### config.mk
export PLATFORM = sky130hd
export DESIGN_NAME = reorder_buffer
export DESIGN_NICKNAME = d
export VERILOG_FILES = /design/src/rtl/rob_pkg.sv /design/src/rtl/rob_ptr.sv /design/src/rtl/rob_store.sv /design/src/rtl/reorder_buffer.sv
export SDC_FILE = /design/constraint.sdc
export NUM_CORES = 1
export LEC_CHECK = 0
export BUFFER_PORTS_ARGS = -buffer_cell sky130_fd_sc_hd__buf_2
export CORE_MARGIN = 10
export CORE_UTILIZATION = 62
export CTS_CLUSTER_SIZE = 40
export DETAILED_ROUTE_END_ITERATION = 8
export GPL_TIMING_DRIVEN = 0
export PLACE_DENSITY = 0.81
export SETUP_SLACK_MARGIN = 0.1
export SYNTH_ARGS = -nofsm -noshare
export SYNTH_HDL_FRONTEND = slang
export SYNTH_HIERARCHICAL = 1
export SYNTH_SLANG_ARGS = --single-unit
### constraint.sdc
create_clock -name clk -period 9.99 [get_ports clk]
set_input_delay 1.998 -clock clk [delete_from_list [all_inputs] [get_ports clk]]
set_output_delay 1.998 -clock clk [all_outputs]
set_load 0.02 [all_outputs]
### src/rtl/rob_pkg.sv
package rob_pkg;
    typedef enum logic [0:0] {
        ROB_RUN   = 1'b0,
        ROB_FLUSH = 1'b1
    } rob_state_e;
endpackage

### src/rtl/rob_ptr.sv
module rob_ptr #(
    parameter int DEPTH = 8,
    parameter int TAG_W = $clog2(DEPTH + 1)
) (
    input  logic             clk,
    input  logic             rst_n,
    input  logic             adv,
    input  logic             clr,
    output logic [TAG_W-1:0] tag_o
);
    localparam logic [TAG_W-1:0] FIRST = TAG_W'(1);
    localparam logic [TAG_W-1:0] LAST  = TAG_W'(DEPTH);

    always_ff @(posedge clk) begin
        if (!rst_n || clr) begin
            tag_o <= FIRST;
        end else if (adv) begin
            tag_o <= (tag_o == LAST) ? FIRST : tag_o + FIRST;
        end
    end
endmodule

### src/rtl/rob_store.sv
module rob_store #(
    parameter int DEPTH  = 8,
    parameter int AREG_W = 5,
    parameter int DATA_W = 32,
    parameter int TAG_W  = $clog2(DEPTH + 1)
) (
    input  logic              clk,
    input  logic              rst_n,
    input  logic              clr,
    input  logic              alloc_en,
    input  logic [TAG_W-1:0]  alloc_tag,
    input  logic [AREG_W-1:0] alloc_areg,
    input  logic              cmpl_en,
    input  logic [TAG_W-1:0]  cmpl_tag,
    input  logic [DATA_W-1:0] cmpl_value,
    input  logic              cmpl_exc,
    input  logic              free_en,
    input  logic [TAG_W-1:0]  rd_tag,
    output logic              rd_valid,
    output logic              rd_done,
    output logic              rd_exc,
    output logic [AREG_W-1:0] rd_areg,
    output logic [DATA_W-1:0] rd_value
);
    logic              valid_q [1:DEPTH];
    logic              done_q  [1:DEPTH];
    logic              exc_q   [1:DEPTH];
    logic [AREG_W-1:0] areg_q  [1:DEPTH];
    logic [DATA_W-1:0] value_q [1:DEPTH];

    for (genvar i = 1; i <= DEPTH; i++) begin : g_entry
        localparam logic [TAG_W-1:0] MY_TAG = TAG_W'(i);
        always_ff @(posedge clk) begin
            if (!rst_n || clr) begin
                valid_q[i] <= 1'b0;
                done_q[i]  <= 1'b0;
                exc_q[i]   <= 1'b0;
                areg_q[i]  <= '0;
                value_q[i] <= '0;
            end else begin
                if (free_en && rd_tag == MY_TAG) begin
                    valid_q[i] <= 1'b0;
                    done_q[i]  <= 1'b0;
                    exc_q[i]   <= 1'b0;
                end
                if (alloc_en && alloc_tag == MY_TAG) begin
                    valid_q[i] <= 1'b1;
                    done_q[i]  <= 1'b0;
                    exc_q[i]   <= 1'b0;
                    areg_q[i]  <= alloc_areg;
                end else if (cmpl_en && cmpl_tag == MY_TAG && valid_q[i]) begin
                    done_q[i]  <= 1'b1;
                    exc_q[i]   <= cmpl_exc;
                    value_q[i] <= cmpl_value;
                end
            end
        end
    end

    always_comb begin
        rd_valid = 1'b0;
        rd_done  = 1'b0;
        rd_exc   = 1'b0;
        rd_areg  = '0;
        rd_value = '0;
        for (int k = 1; k <= DEPTH; k++) begin
            if (rd_tag == TAG_W'(k)) begin
                rd_valid = valid_q[k];
                rd_done  = done_q[k];
                rd_exc   = exc_q[k];
                rd_areg  = areg_q[k];
                rd_value = value_q[k];
            end
        end
    end
endmodule

### src/rtl/reorder_buffer.sv
module reorder_buffer
    import rob_pkg::*;
#(
    parameter int DEPTH  = 8,
    parameter int AREG_W = 5,
    parameter int DATA_W = 32,
    parameter int TAG_W  = $clog2(DEPTH + 1)
) (
    input  logic              clk,
    input  logic              rst_n,
    input  logic              disp_valid_i,
    input  logic [AREG_W-1:0] disp_areg_i,
    output logic              disp_ready_o,
    output logic [TAG_W-1:0]  disp_tag_o,
    input  logic              cmpl_valid_i,
    input  logic [TAG_W-1:0]  cmpl_tag_i,
    input  logic [DATA_W-1:0] cmpl_value_i,
    input  logic              cmpl_exc_i,
    output logic              rf_we_o,
    output logic [AREG_W-1:0] rf_addr_o,
    output logic [DATA_W-1:0] rf_data_o,
    output logic [TAG_W-1:0]  retire_tag_o,
    output logic              flush_o,
    output logic [TAG_W-1:0]  flush_tag_o
);
    localparam int                CNT_W = $clog2(DEPTH + 1);
    localparam logic [CNT_W-1:0]  FULL  = CNT_W'(DEPTH);
    localparam logic [CNT_W-1:0]  ONE   = CNT_W'(1);

    rob_state_e        state_q, state_d;
    logic [CNT_W-1:0]  count_q;
    logic [TAG_W-1:0]  head_tag, tail_tag;
    logic              head_valid, head_done, head_exc;
    logic [AREG_W-1:0] head_areg;
    logic [DATA_W-1:0] head_value;
    logic              alloc, retire, clearing, exc_at_head;

    rob_ptr #(.DEPTH(DEPTH), .TAG_W(TAG_W)) u_head (
        .clk(clk), .rst_n(rst_n), .adv(retire), .clr(clearing), .tag_o(head_tag)
    );

    rob_ptr #(.DEPTH(DEPTH), .TAG_W(TAG_W)) u_tail (
        .clk(clk), .rst_n(rst_n), .adv(alloc), .clr(clearing), .tag_o(tail_tag)
    );

    rob_store #(.DEPTH(DEPTH), .AREG_W(AREG_W), .DATA_W(DATA_W), .TAG_W(TAG_W)) u_store (
        .clk(clk), .rst_n(rst_n), .clr(clearing),
        .alloc_en(alloc), .alloc_tag(tail_tag), .alloc_areg(disp_areg_i),
        .cmpl_en(cmpl_valid_i && !clearing), .cmpl_tag(cmpl_tag_i),
        .cmpl_value(cmpl_value_i), .cmpl_exc(cmpl_exc_i),
        .free_en(retire), .rd_tag(head_tag),
        .rd_valid(head_valid), .rd_done(head_done), .rd_exc(head_exc),
        .rd_areg(head_areg), .rd_value(head_value)
    );

    assign exc_at_head = head_valid && head_done && head_exc;

    // state register
    always_ff @(posedge clk) begin
        if (!rst_n) state_q <= ROB_RUN;
        else        state_q <= state_d;
    end

    // next state
    always_comb begin
        state_d = state_q;
        unique case (state_q)
            ROB_RUN:   if (exc_at_head) state_d = ROB_FLUSH;
            ROB_FLUSH: state_d = ROB_RUN;
            default:   state_d = ROB_RUN;
        endcase
    end

    // outputs
    always_comb begin
        clearing     = 1'b0;
        disp_ready_o = 1'b0;
        retire       = 1'b0;
        unique case (state_q)
            ROB_RUN: begin
                disp_ready_o = (count_q != FULL);
                retire       = head_valid && head_done && !head_exc;
            end
            ROB_FLUSH: clearing = 1'b1;
            default:   clearing = 1'b1;
        endcase
    end

    assign alloc        = disp_valid_i && disp_ready_o;
    assign disp_tag_o   = tail_tag;
    assign rf_we_o      = retire;
    assign rf_addr_o    = head_areg;
    assign rf_data_o    = head_value;
    assign retire_tag_o = head_tag;
    assign flush_o      = clearing;
    assign flush_tag_o  = head_tag;

    always_ff @(posedge clk) begin
        if (!rst_n || clearing) begin
            count_q <= '0;
        end else if (alloc && !retire) begin
            count_q <= count_q + ONE;
        end else if (retire && !alloc) begin
            count_q <= count_q - ONE;
        end
    end
endmodule

==> results of run 1 <==
[worst paths after layout]
kind,end,slack [ns],depth (start not counted)
max,rf_we_o,4.13,9
min,count_q[3],0.54,2
max reg2reg,count_q[3],5.72,14
min reg2reg,count_q[3],0.54,2
[per-stage QoR]
stage | worst slack, ns | hold WS (ns) | instances | area [um^2] | power (mW)
final | 4.132 | 0.5377 | 1790 | 17470 | 4.539
after detailed placement | 4.764 | 0.5361 | 1732 | 16410 | 3.302
after floorplan | 5.782 | 0.4885 | 1309 | 15450 | 2.799
after global placement | 4.774 | 0.5115 | 1730 | 16340 | 3.250
after global routing | 3.935 | 0.5981 | 1790 | 17470 | 4.696
after CTS | 4.193 | 0.5488 | 1790 | 17470 | 4.515
[sequential cells by signal, summed over array words and instances (netlist names)]
signal,count
u_store/value_q,256
u_store/areg_q,40
u_store/done_q,8
u_store/exc_q,8
u_store/valid_q,8
count_q,4
u_head/tag_o,4
u_tail/tag_o,4
state_q,1
[synthesized netlist by cell type (8+ instances only)]
cell | n | area [um^2]
sky130_fd_sc_hd__a21oi_1 | 43 | 215.2
sky130_fd_sc_hd__a22o_1 | 40 | 350.3
sky130_fd_sc_hd__buf_2 | 49 | 245.2
sky130_fd_sc_hd__buf_4 | 17 | 127.6
sky130_fd_sc_hd__clkbuf_1 | 34 | 127.6
sky130_fd_sc_hd__dfxtp_1 | 13 | 260.3
sky130_fd_sc_hd__edfxtp_1 | 320 | 9609
sky130_fd_sc_hd__inv_1 | 8 | 30.03
sky130_fd_sc_hd__mux2i_1 | 43 | 430.4
sky130_fd_sc_hd__nand2_1 | 102 | 382.9
sky130_fd_sc_hd__nand2b_1 | 8 | 50.05
sky130_fd_sc_hd__nand3_1 | 11 | 55.05
sky130_fd_sc_hd__nor2_1 | 371 | 1393
sky130_fd_sc_hd__o221ai_1 | 80 | 700.7
sky130_fd_sc_hd__o22a_1 | 40 | 350.3
sky130_fd_sc_hd__o22ai_1 | 40 | 250.2
[where the power goes]
group          switching [mW]  internal [mW]
Sequential             0.0710           1.68
Clock                   0.498          0.723
Combinational            1.02          0.545
Total                    1.59           2.95
[metal layers]
layer,part of all wire (%),track usage (%),vias to the layer above
met2,48,44.31,808
met1,36,33.86,5758
met3,13,6.375,123
met5,0,0,-
li1,-,-,5122
met4,3.7,12.09,0
[worst max-delay path, cell delays in order, from the launching register on]
cell	delay, ns
sky130_fd_sc_hd__dfxtp_1	0.39
sky130_fd_sc_hd__buf_4	0.23
sky130_fd_sc_hd__nor4b_2	0.83
sky130_fd_sc_hd__clkbuf_1	0.52
sky130_fd_sc_hd__nand2_1	0.13
sky130_fd_sc_hd__o221ai_1	0.10
sky130_fd_sc_hd__nand2_1	0.10
sky130_fd_sc_hd__or3_1	0.35
sky130_fd_sc_hd__inv_1	0.42
sky130_fd_sc_hd__buf_2	0.27
[cell type report]
type	count	area, um^2	area share [%]
inverters	9	33.78	0.1933
well taps	324	405.4	2.320
clock buffers	47	963.4	5.514
multi-input cells	859	4965	28.41
plain buffers	108	599.3	3.430
flip-flops and latches	333	9869	56.48
clock inverters	11	96.34	0.5514
repair buffers	99	540.5	3.093
[cell families after synthesis]
family                   synth area share (%)
multiplexers                            2.859
AND/OR/NAND/NOR                         15.49
buffers and inverters                   4.099
flip-flops                              63.89
XOR/XNOR                               0.4536
adder cells (fa/ha/maj)                0.6966
AO/OA/AOI/OAI                           12.51
==> impl_metrics.xml, run 1 <==
<?xml version="1.0" encoding="UTF-8"?>
<metrics>
  <group name="drt">
    <metric name="drt_first_iter_violations" unit="">1661</metric>
    <metric name="ant_nets" unit="">0</metric>
    <metric name="post-route-drc-count" unit="">0</metric>
    <metric name="drt-vias-per-instance" unit="">6.598</metric>
    <metric name="drt_pre_antenna_iters" unit="">6</metric>
    <metric name="avgRoutedWirePerCell" unit="um">24.51</metric>
    <metric name="wirelength" unit="um">43880</metric>
    <metric name="vias" unit="">11810</metric>
  </group>
  <group name="setup_path">
    <metric name="worst_r2r_startpoint" unit="">u_head/tag_o[0]</metric>
    <metric name="critical_path.endpoint_type" unit="">output pin</metric>
    <metric name="crit_path_start_kind" unit="">flip-flop</metric>
    <metric name="critPathArrivalTime" unit="ns">3.86</metric>
    <metric name="worst-path-max-fanout" unit="">13</metric>
    <metric name="crit_type" unit="">flip-flop to output pin</metric>
    <metric name="critPathLaunch" unit="">u_head/tag_o[0]</metric>
    <metric name="worst-endpoint-required" unit="ns">7.99</metric>
  </group>
  <group name="placement">
    <metric name="placement.io_buffers" unit="">97</metric>
    <metric name="detailed_place_hpwl" unit="um">28380</metric>
    <metric name="gp_congestion" unit="">0.8907</metric>
  </group>
  <group name="cts">
    <metric name="worst_skew_pair.late_latency" unit="ns">0.51</metric>
    <metric name="post_cts_buffers" unit="">0</metric>
    <metric name="cts_made_buffers" unit="">35</metric>
    <metric name="cts_tree" unit="">done</metric>
    <metric name="cts.root.buffer_cell" unit="">sky130_fd_sc_hd__clkbuf_16</metric>
    <metric name="postcts_resize_cnt" unit="">0</metric>
    <metric name="clkSlewWorstSetupHoldPaths" unit="ns">0.06</metric>
    <metric name="cts_sinks" unit="">333</metric>
    <metric name="postCtsHoldBufs" unit="">0</metric>
    <metric name="clock_tree.htree_level_count" unit="">2</metric>
    <metric name="max_buffers_root_to_sink" unit="">3</metric>
  </group>
  <group name="power">
    <metric name="ir_drop" unit="mV">0.1602</metric>
    <metric name="power-per-cell-area" unit="nW/um^2">259.7</metric>
    <metric name="p_leak" unit="nW">6.631</metric>
  </group>
  <group name="floorplanning">
    <metric name="vertical_die_dimension" unit="um">177.8</metric>
    <metric name="starting_density_of_the_core" unit="%">63.33</metric>
    <metric name="die_x" unit="um">177.8</metric>
    <metric name="pin_count" unit="">98</metric>
    <metric name="dieArea" unit="um^2">31630</metric>
    <metric name="core.rowCount" unit="">57</metric>
    <metric name="placeableCoreArea" unit="um^2">24390</metric>
  </group>
  <group name="finish">
    <metric name="most_common_library_cell_in_the_layout_ignoring_fill_and_taps" unit="">sky130_fd_sc_hd__nor2_1</metric>
    <metric name="n_antenna_cell" unit="">0</metric>
    <metric name="drive_above_1_share" unit="%">17.39</metric>
    <metric name="areaGrowthSynthToFinish" unit="%">13.11</metric>
    <metric name="layout.cells.most_common_list" unit="">371 x sky130_fd_sc_hd__nor2_1, 320 x sky130_fd_sc_hd__edfxtp_1, 146 x sky130_fd_sc_hd__buf_2, 94 x sky130_fd_sc_hd__nand2_1, 80 x sky130_fd_sc_hd__o221ai_1</metric>
    <metric name="final.fill_count" unit="">1669</metric>
    <metric name="layout.nets" unit="">1499</metric>
    <metric name="post-route-util" unit="%">71.64</metric>
  </group>
  <group name="worst_hold_path">
    <metric name="hold_path.startpoint" unit="">count_q[3]</metric>
    <metric name="worst_hold_path_type" unit="">flip-flop to flip-flop</metric>
  </group>
  <group name="run">
    <metric name="drv_cap" unit="">0</metric>
  </group>
  <group name="global_route">
    <metric name="grt_usage" unit="%">27.12</metric>
    <metric name="grt_first_pass_wirelength" unit="um">65760</metric>
    <metric name="globalRoute.totalOverflow" unit="">0</metric>
    <metric name="largest_net_degree_at_the_start_of_global_routing" unit="">33</metric>
    <metric name="antenna_violations_before_repair" unit="">0</metric>
    <metric name="grt_pass1_vias" unit="">11870</metric>
  </group>
  <group name="sta">
    <metric name="worst_clock_skew" unit="ns">0.01122</metric>
    <metric name="grt_setup_unrepaired" unit="">no</metric>
    <metric name="period_minus_slack" unit="ns">5.858</metric>
    <metric name="max_slew.worst_pin.slew" unit="ns">1.032</metric>
    <metric name="slew_headroom" unit="%">30.97</metric>
    <metric name="finalCritPeriodShare" unit="%">58.63</metric>
    <metric name="maxSlewViolCount" unit="">0</metric>
    <metric name="finalSetupViolCount" unit="">0</metric>
    <metric name="hold_viol" unit="">0</metric>
    <metric name="finalSetupTns" unit="ns">0</metric>
    <metric name="maxClockFrequency" unit="MHz">170.7</metric>
  </group>
  <group name="synthesis">
    <metric name="synth-main-ff-cell" unit="">sky130_fd_sc_hd__edfxtp_1</metric>
    <metric name="synth_async_sr_flop_share" unit="%">0</metric>
    <metric name="synthDistinctLibCells" unit="">55</metric>
    <metric name="netlist_area" unit="um^2">15450</metric>
    <metric name="synth_enable_flop_cells" unit="">320</metric>
    <metric name="postSynthRegisterBits" unit="">333</metric>
    <metric name="yosys_warnings" unit="">6</metric>
    <metric name="synth.net_count" unit="">1363</metric>
    <metric name="synth_area_per_cell" unit="um^2">11.80</metric>
    <metric name="portion_of_the_post_synthesis_area_used_by_sequential_elements" unit="%">63.89</metric>
    <metric name="syn_inst" unit="">1309</metric>
  </group>
  <group name="status">
    <metric name="run_status" unit="">complete, no violations</metric>
  </group>
</metrics>
(Power assumes the default switching activity.)
==> run 2: changes to the inputs <==
--- a/config.mk
+++ b/config.mk
@@ -5,13 +5,14 @@
 export SDC_FILE = /design/constraint.sdc
 export NUM_CORES = 1
 export LEC_CHECK = 0
+export ABC_AREA = 1
 export BUFFER_PORTS_ARGS = -buffer_cell sky130_fd_sc_hd__buf_2
 export CORE_MARGIN = 10
-export CORE_UTILIZATION = 62
+export CORE_UTILIZATION = 61
 export CTS_CLUSTER_SIZE = 40
 export DETAILED_ROUTE_END_ITERATION = 8
 export GPL_TIMING_DRIVEN = 0
-export PLACE_DENSITY = 0.81
+export PLACE_DENSITY = 0.8
 export SETUP_SLACK_MARGIN = 0.1
 export SYNTH_ARGS = -nofsm -noshare
 export SYNTH_HDL_FRONTEND = slang
==> constraint.sdc (replaced) <==
create_clock -name clk -period 5.6 [get_ports clk]
set_input_delay 1.12 -clock clk [delete_from_list [all_inputs] [get_ports clk]]
set_output_delay 1.12 -clock clk [all_outputs]
set_load 0.02 [all_outputs]
==> run 2 against run 1 <==
Against the previous run:
- critical path depth rose by 1
- design area shrank 2.8%
- total power up 33%
- highest routed layer unchanged
==> impl_metrics.xml, run 2 <==
<?xml version="1.0" encoding="UTF-8"?>
<metrics>
  <group name="status">
    <metric name="run_status" unit="">complete, no violations</metric>
  </group>
  <group name="synthesis">
    <metric name="synth.net_count" unit="">1498</metric>
    <metric name="yosys_warnings" unit="">6</metric>
    <metric name="synth-main-ff-cell" unit="">sky130_fd_sc_hd__edfxtp_1</metric>
    <metric name="synth_enable_flop_cells" unit="">320</metric>
    <metric name="portion_of_the_post_synthesis_area_used_by_sequential_elements" unit="%">65.58</metric>
    <metric name="synth.top_cells.by_area" unit="">sky130_fd_sc_hd__edfxtp_1 64%, sky130_fd_sc_hd__nor2_1 8.4%, sky130_fd_sc_hd__nand2_1 5.5%</metric>
    <metric name="postSynthRegisterBits" unit="">333</metric>
    <metric name="syn_inst" unit="">1444</metric>
    <metric name="netlist_area" unit="um^2">15050</metric>
    <metric name="synthDistinctLibCells" unit="">35</metric>
    <metric name="synth_largest_area_cell" unit="">sky130_fd_sc_hd__edfxtp_1</metric>
    <metric name="dominant_cell_by_count_in_the_synthesized_netlist" unit="">sky130_fd_sc_hd__nor2_1</metric>
    <metric name="netlist.area_leader.share" unit="%">63.85</metric>
    <metric name="synth_async_sr_flop_share" unit="%">0</metric>
    <metric name="synth_common_cells" unit="">336 x sky130_fd_sc_hd__nor2_1, 320 x sky130_fd_sc_hd__edfxtp_1, 222 x sky130_fd_sc_hd__nand2_1</metric>
    <metric name="synth_area_per_cell" unit="um^2">10.42</metric>
  </group>
  <group name="floorplanning">
    <metric name="die_x" unit="um">177.1</metric>
    <metric name="starting_density_of_the_core" unit="%">61.88</metric>
    <metric name="vertical_die_dimension" unit="um">177.1</metric>
    <metric name="placeableCoreArea" unit="um^2">24320</metric>
    <metric name="dieArea" unit="um^2">31350</metric>
    <metric name="pin_count" unit="">98</metric>
    <metric name="core.rowCount" unit="">57</metric>
  </group>
  <group name="sta">
    <metric name="finalSetupViolCount" unit="">0</metric>
    <metric name="max_slew.worst_pin.slew" unit="ns">1.013</metric>
    <metric name="hold_viol" unit="">0</metric>
    <metric name="finalCritPeriodShare" unit="%">88.61</metric>
    <metric name="finalSetupTns" unit="ns">0</metric>
    <metric name="grt_setup_unrepaired" unit="">no</metric>
    <metric name="maxSlewViolCount" unit="">0</metric>
    <metric name="period_minus_slack" unit="ns">4.962</metric>
    <metric name="worst_clock_skew" unit="ns">0.02741</metric>
    <metric name="final.setup.worst_slack" unit="ns">0.6376</metric>
    <metric name="timing.hold.ws" unit="ns">0.5286</metric>
    <metric name="maxClockFrequency" unit="MHz">201.5</metric>
    <metric name="slew_headroom" unit="%">32.44</metric>
  </group>
  <group name="finish">
    <metric name="layout.nets" unit="">1630</metric>
    <metric name="final_std_cells_w_o_fill" unit="">1924</metric>
    <metric name="most_common_library_cell_in_the_layout_ignoring_fill_and_taps" unit="">sky130_fd_sc_hd__nor2_1</metric>
    <metric name="drive_above_1_share" unit="%">15.25</metric>
    <metric name="largest_reg_flops" unit="">256</metric>
    <metric name="biggestRegsByFlops" unit="">u_store/value_q x256, u_store/areg_q x40</metric>
    <metric name="final_cell_area" unit="um^2">16980</metric>
    <metric name="layout.cells.most_common_list" unit="">336 x sky130_fd_sc_hd__nor2_1, 320 x sky130_fd_sc_hd__edfxtp_1, 217 x sky130_fd_sc_hd__nand2_1, 138 x sky130_fd_sc_hd__nand3_1, 132 x sky130_fd_sc_hd__buf_2</metric>
    <metric name="post-route-util" unit="%">69.83</metric>
    <metric name="top_register" unit="">u_store/value_q</metric>
    <metric name="final.fill_count" unit="">1780</metric>
    <metric name="areaGrowthSynthToFinish" unit="%">12.84</metric>
    <metric name="n_antenna_cell" unit="">0</metric>
  </group>
  <group name="cts">
    <metric name="cts_sinks" unit="">333</metric>
    <metric name="clock_tree.htree_level_count" unit="">1</metric>
    <metric name="worst_skew_pair.late_latency" unit="ns">0.57</metric>
    <metric name="postcts_resize_cnt" unit="">0</metric>
    <metric name="cts_made_buffers" unit="">31</metric>
    <metric name="cts_tree" unit="">done</metric>
    <metric name="max_buffers_root_to_sink" unit="">3</metric>
    <metric name="postCtsHoldBufs" unit="">0</metric>
    <metric name="cts.root.buffer_cell" unit="">sky130_fd_sc_hd__clkbuf_16</metric>
    <metric name="clkSlewWorstSetupHoldPaths" unit="ns">0.06</metric>
    <metric name="post_cts_buffers" unit="">0</metric>
  </group>
  <group name="power">
    <metric name="power-per-cell-area" unit="nW/um^2">354.5</metric>
    <metric name="p_leak" unit="nW">6.792</metric>
    <metric name="ir_drop" unit="mV">0.2802</metric>
    <metric name="finalPower" unit="mW">6.021</metric>
  </group>
  <group name="global_route">
    <metric name="grt_usage" unit="%">25.50</metric>
    <metric name="grt_pass1_vias" unit="">11350</metric>
    <metric name="globalRoute.totalOverflow" unit="">0</metric>
    <metric name="grt_first_pass_wirelength" unit="um">62850</metric>
    <metric name="antenna_violations_before_repair" unit="">0</metric>
    <metric name="largest_net_degree_at_the_start_of_global_routing" unit="">33</metric>
  </group>
  <group name="setup_path">
    <metric name="worst_path_max_delay_cell" unit="">sky130_fd_sc_hd__nor3_2</metric>
    <metric name="crit_path_start_kind" unit="">flip-flop</metric>
    <metric name="critical_path.endpoint_type" unit="">output pin</metric>
    <metric name="crit_type" unit="">flip-flop to output pin</metric>
    <metric name="critical_path.cell_chain" unit="">inv_1 &gt; nor2_2 &gt; nand2_1 &gt; inv_1 &gt; clkbuf_1 &gt; nand2_1 &gt; nand4_1 &gt; nand2_1 &gt; nor3_2 &gt; buf_2</metric>
    <metric name="crit_path_frequent_cell" unit="">sky130_fd_sc_hd__nand2_1</metric>
    <metric name="timing.critical_path.slowest_cell_delay" unit="ns">0.72</metric>
    <metric name="critPathArrivalTime" unit="ns">3.84</metric>
    <metric name="worst-path-max-fanout" unit="">12</metric>
    <metric name="worst-endpoint-required" unit="ns">4.48</metric>
  </group>
  <group name="drt">
    <metric name="drt_pre_antenna_iters" unit="">5</metric>
    <metric name="avgRoutedWirePerCell" unit="um">21.11</metric>
    <metric name="wirelength" unit="um">40620</metric>
    <metric name="ant_nets" unit="">0</metric>
    <metric name="vias" unit="">11600</metric>
    <metric name="post-route-drc-count" unit="">0</metric>
    <metric name="drt_first_iter_violations" unit="">1374</metric>
    <metric name="drt-vias-per-instance" unit="">6.030</metric>
  </group>
  <group name="run">
    <metric name="drv_cap" unit="">0</metric>
  </group>
  <group name="worst_hold_path">
    <metric name="worst_hold_path_type" unit="">flip-flop to flip-flop</metric>
  </group>
  <group name="placement">
    <metric name="dp_cells" unit="">1867</metric>
    <metric name="place_worst_setup_slack" unit="ns">1.287</metric>
    <metric name="gp_congestion" unit="">0.9434</metric>
    <metric name="detailed_place_hpwl" unit="um">26350</metric>
    <metric name="placement.io_buffers" unit="">97</metric>
    <metric name="placedInstanceArea" unit="um^2">16040</metric>
  </group>
</metrics>
[run 2: cell families after synthesis]
kind of cell | after synthesis | share of synthesized area [%]
adders and majority gates | 8 | 0.7150
AOI/OAI and AO/OA | 57 | 2.569
xor gates and xnor gates | 4 | 0.2328
and+or+nand+nor | 852 | 25.42
buffers and inverters | 190 | 5.479
DFF | 333 | 65.58
[run 2: worst paths after layout]
kind	cells past startpoint	to	from	slack, ns
worst min-delay path	2	count_q[1]	count_q[1]	0.53
worst max-delay path	10	rf_we_o	u_head/tag_o[2]	0.64
worst max register to register	18	count_q[3]	u_head/tag_o[2]	1.24
worst min register to register	2	count_q[1]	count_q[1]	0.53
[run 2: cell type report]
| type | instances | area [um^2] | share of cell area, % |
|---|---|---|---|
| plain buffers | 85 | 430.4 | 2.534 |
| clock buffers | 39 | 805.8 | 4.745 |
| clock inverters | 18 | 141.4 | 0.8325 |
| inverters | 105 | 394.1 | 2.321 |
| multi-input cells | 921 | 4395 | 25.88 |
| flip-flops and latches | 333 | 9869 | 58.12 |
| well taps | 324 | 405.4 | 2.387 |
| repair buffers | 99 | 540.5 | 3.183 |
[run 2: metal layers]
layer / GRT usage [%] / vias to the layer above / routed length (um)
met1: 33.80 / 5533 / 15400
met2: 41.25 / 763 / 19190
li1: - / 5216 / -
met5: 0 / - / 0
met4: 8.336 / 0 / 1155
met3: 5.398 / 90 / 4862
[run 2: critical path, delay by kind of cell (launching register included)]
family	cells	cell delay, ns
simple gates	6	1.56
buf+inv	4	1.18
flops	1	0.54
[run 2: report_power, final]
group	switching, mW	leakage (nW)	internal (mW)
logic	0.724	2.91	0.288
registers	0.0846	3.42	2.93
clock network	0.883	0.463	1.11
==> run 3: changes to the inputs <==
--- a/config.mk
+++ b/config.mk
@@ -7,12 +7,11 @@
 export LEC_CHECK = 0
 export ABC_AREA = 1
 export BUFFER_PORTS_ARGS = -buffer_cell sky130_fd_sc_hd__buf_2
-export CORE_MARGIN = 10
-export CORE_UTILIZATION = 61
+export CORE_MARGIN = 4
+export CORE_UTILIZATION = 46
 export CTS_CLUSTER_SIZE = 40
 export DETAILED_ROUTE_END_ITERATION = 8
 export GPL_TIMING_DRIVEN = 0
-export PLACE_DENSITY = 0.8
 export SETUP_SLACK_MARGIN = 0.1
 export SYNTH_ARGS = -nofsm -noshare
 export SYNTH_HDL_FRONTEND = slang
==> run 3 against run 2 <==
Against the previous run:
- final cell count increased by 6.4%
- sequential power barely moved
- critical path depth did not move
- hold slack improved by 0.0029 ns
- highest routed layer unchanged
- largest power group unchanged
- wire length up 1.8%
- setup slack better by 0.17 ns
- combinational power about the same
- clock-buffer cell count up 10
- design area increased by 2.4%
==> impl_metrics.xml, run 3 (synthesis results as in run 2) <==
<?xml version="1.0" encoding="UTF-8"?>
<metrics>
  <group name="sta">
    <metric name="slew_headroom" unit="%">29.03</metric>
    <metric name="worst_clock_skew" unit="ns">0.02241</metric>
    <metric name="hold_viol" unit="">0</metric>
    <metric name="timing.hold.ws" unit="ns">0.5315</metric>
    <metric name="finalCritPeriodShare" unit="%">85.61</metric>
    <metric name="maxSlewViolCount" unit="">0</metric>
    <metric name="period_minus_slack" unit="ns">4.794</metric>
    <metric name="finalSetupTns" unit="ns">0</metric>
    <metric name="max_slew.worst_pin.slew" unit="ns">1.064</metric>
    <metric name="grt_setup_unrepaired" unit="">no</metric>
    <metric name="finalSetupViolCount" unit="">0</metric>
    <metric name="maxClockFrequency" unit="MHz">208.6</metric>
  </group>
  <group name="finish">
    <metric name="layout.nets" unit="">1640</metric>
    <metric name="multi_input_logic_area" unit="um^2">4395</metric>
    <metric name="largest_reg_flops" unit="">256</metric>
    <metric name="drive_above_1_share" unit="%">15.94</metric>
    <metric name="final.fill_count" unit="">2897</metric>
    <metric name="most_common_library_cell_in_the_layout_ignoring_fill_and_taps" unit="">sky130_fd_sc_hd__nor2_1</metric>
    <metric name="layout.cells.most_common_list" unit="">336 x sky130_fd_sc_hd__nor2_1, 320 x sky130_fd_sc_hd__edfxtp_1, 217 x sky130_fd_sc_hd__nand2_1, 138 x sky130_fd_sc_hd__nand3_1, 132 x sky130_fd_sc_hd__buf_2</metric>
    <metric name="top_register" unit="">u_store/value_q</metric>
    <metric name="post-route-util" unit="%">54.52</metric>
    <metric name="biggestRegsByFlops" unit="">u_store/value_q x256, u_store/areg_q x40</metric>
    <metric name="areaGrowthSynthToFinish" unit="%">15.50</metric>
    <metric name="final_std_cells_w_o_fill" unit="">2047</metric>
    <metric name="final_cell_area" unit="um^2">17380</metric>
    <metric name="register_area" unit="um^2">9869</metric>
    <metric name="n_antenna_cell" unit="">0</metric>
  </group>
  <group name="placement">
    <metric name="placement.io_buffers" unit="">97</metric>
    <metric name="gp_congestion" unit="">0.8984</metric>
    <metric name="detailed_place_hpwl" unit="um">27180</metric>
    <metric name="placedInstanceArea" unit="um^2">16260</metric>
    <metric name="dp_cells" unit="">1982</metric>
  </group>
  <group name="cts">
    <metric name="postCtsHoldBufs" unit="">0</metric>
    <metric name="postcts_resize_cnt" unit="">0</metric>
    <metric name="cts_sinks" unit="">333</metric>
    <metric name="max_buffers_root_to_sink" unit="">3</metric>
    <metric name="cts_made_buffers" unit="">37</metric>
    <metric name="clkSlewWorstSetupHoldPaths" unit="ns">0.06</metric>
    <metric name="cts_tree" unit="">done</metric>
    <metric name="cts.root.buffer_cell" unit="">sky130_fd_sc_hd__clkbuf_16</metric>
    <metric name="worst_skew_pair.late_latency" unit="ns">0.52</metric>
    <metric name="clock_tree.htree_level_count" unit="">2</metric>
    <metric name="post_cts_buffers" unit="">0</metric>
  </group>
  <group name="global_route">
    <metric name="antenna_violations_before_repair" unit="">0</metric>
    <metric name="grt_pass1_vias" unit="">11240</metric>
    <metric name="grt_first_pass_wirelength" unit="um">64540</metric>
    <metric name="largest_net_degree_at_the_start_of_global_routing" unit="">33</metric>
    <metric name="globalRoute.totalOverflow" unit="">0</metric>
    <metric name="grt_usage" unit="%">23.20</metric>
  </group>
  <group name="setup_path">
    <metric name="crit_type" unit="">flip-flop to output pin</metric>
    <metric name="crit_path_start_kind" unit="">flip-flop</metric>
    <metric name="worst-path-max-fanout" unit="">10</metric>
    <metric name="critPathArrivalTime" unit="ns">3.67</metric>
    <metric name="critical_path.endpoint_type" unit="">output pin</metric>
    <metric name="worst-endpoint-required" unit="ns">4.48</metric>
  </group>
  <group name="floorplanning">
    <metric name="vertical_die_dimension" unit="um">188.9</metric>
    <metric name="pin_count" unit="">98</metric>
    <metric name="die_x" unit="um">188.9</metric>
    <metric name="placeableCoreArea" unit="um^2">31880</metric>
    <metric name="dieArea" unit="um^2">35670</metric>
    <metric name="core.rowCount" unit="">65</metric>
    <metric name="starting_density_of_the_core" unit="%">47.21</metric>
  </group>
  <group name="drt">
    <metric name="post-route-drc-count" unit="">0</metric>
    <metric name="ant_nets" unit="">0</metric>
    <metric name="drt-vias-per-instance" unit="">5.448</metric>
    <metric name="drt_first_iter_violations" unit="">1012</metric>
    <metric name="wirelength" unit="um">41330</metric>
    <metric name="avgRoutedWirePerCell" unit="um">20.19</metric>
    <metric name="drt_pre_antenna_iters" unit="">5</metric>
    <metric name="vias" unit="">11150</metric>
  </group>
  <group name="power">
    <metric name="power-per-cell-area" unit="nW/um^2">361.6</metric>
    <metric name="p_leak" unit="nW">6.913</metric>
    <metric name="ir_drop" unit="mV">0.2637</metric>
  </group>
  <group name="worst_hold_path">
    <metric name="worst_hold_path_type" unit="">flip-flop to flip-flop</metric>
  </group>
  <group name="status">
    <metric name="run_status" unit="">complete, no violations</metric>
  </group>
  <group name="run">
    <metric name="drv_cap" unit="">0</metric>
  </group>
</metrics>
## run 3: cell type report
| type | count | share of cell area, % |
|---|---|---|
| tap | 435 | 3.131 |
| clock inverter | 16 | 0.5039 |
| clock buffer | 49 | 5.946 |
| multi-input combinational | 921 | 25.29 |
| inverter | 105 | 2.267 |
| timing repair buffer | 103 | 3.606 |
| sequential | 333 | 56.78 |
| buffer | 85 | 2.476 |
## run 3: layer usage
| metal | routed length (um) | track usage [%] | vias up |
|---|---|---|---|
| met5 | 0 | 0 | - |
| met4 | 1207 | 6.895 | 0 |
| met3 | 3100 | 4.111 | 74 |
| met2 | 19630 | 38.74 | 412 |
| met1 | 17400 | 31.41 | 5433 |
| li1 | - | - | 5233 |
## run 3: metrics by stage
step | setup slack [ns] | total power [mW]
after floorplan | 1.745 | 3.692
after global placement | 0.2759 | 4.049
after detailed placement | 1.437 | 4.089
after CTS | 0.8973 | 6.338
after global routing | 0.6829 | 6.556
final | 0.8057 | 6.285
## run 3: worst max-delay path: stages (launching register included)
cell	delay [ns]
sky130_fd_sc_hd__dfxtp_1	0.57
sky130_fd_sc_hd__inv_1	0.15
sky130_fd_sc_hd__nor2_2	0.30
sky130_fd_sc_hd__nand2_1	0.22
sky130_fd_sc_hd__inv_1	0.19
sky130_fd_sc_hd__clkbuf_1	0.68
sky130_fd_sc_hd__nand2_1	0.11
sky130_fd_sc_hd__nand4_1	0.15
sky130_fd_sc_hd__nand2_1	0.10
sky130_fd_sc_hd__nor3_2	0.43
sky130_fd_sc_hd__buf_2	0.27
## run 3: power breakdown
| part | switching (mW) | internal [mW] | total (mW) | leakage (nW) |
|---|---|---|---|---|
| clock | 0.952 | 1.30 | 2.25 | 0.543 |
| combinational | 0.721 | 0.298 | 1.02 | 2.95 |
| sequential | 0.0814 | 2.93 | 3.01 | 3.42 |
| total | 1.75 | 4.53 | 6.29 | 6.91 |
## run 3: path summary, 6_finish.rpt
path                                       from          to  slack, ns  cells past startpoint
worst max-delay path            u_head/tag_o[2]     rf_we_o       0.81                     10
worst min-delay path                 count_q[1]  count_q[1]       0.53                      2
worst max register to register  u_head/tag_o[2]  count_q[3]       1.38                     18
worst min register to register       count_q[1]  count_q[1]       0.53                      2
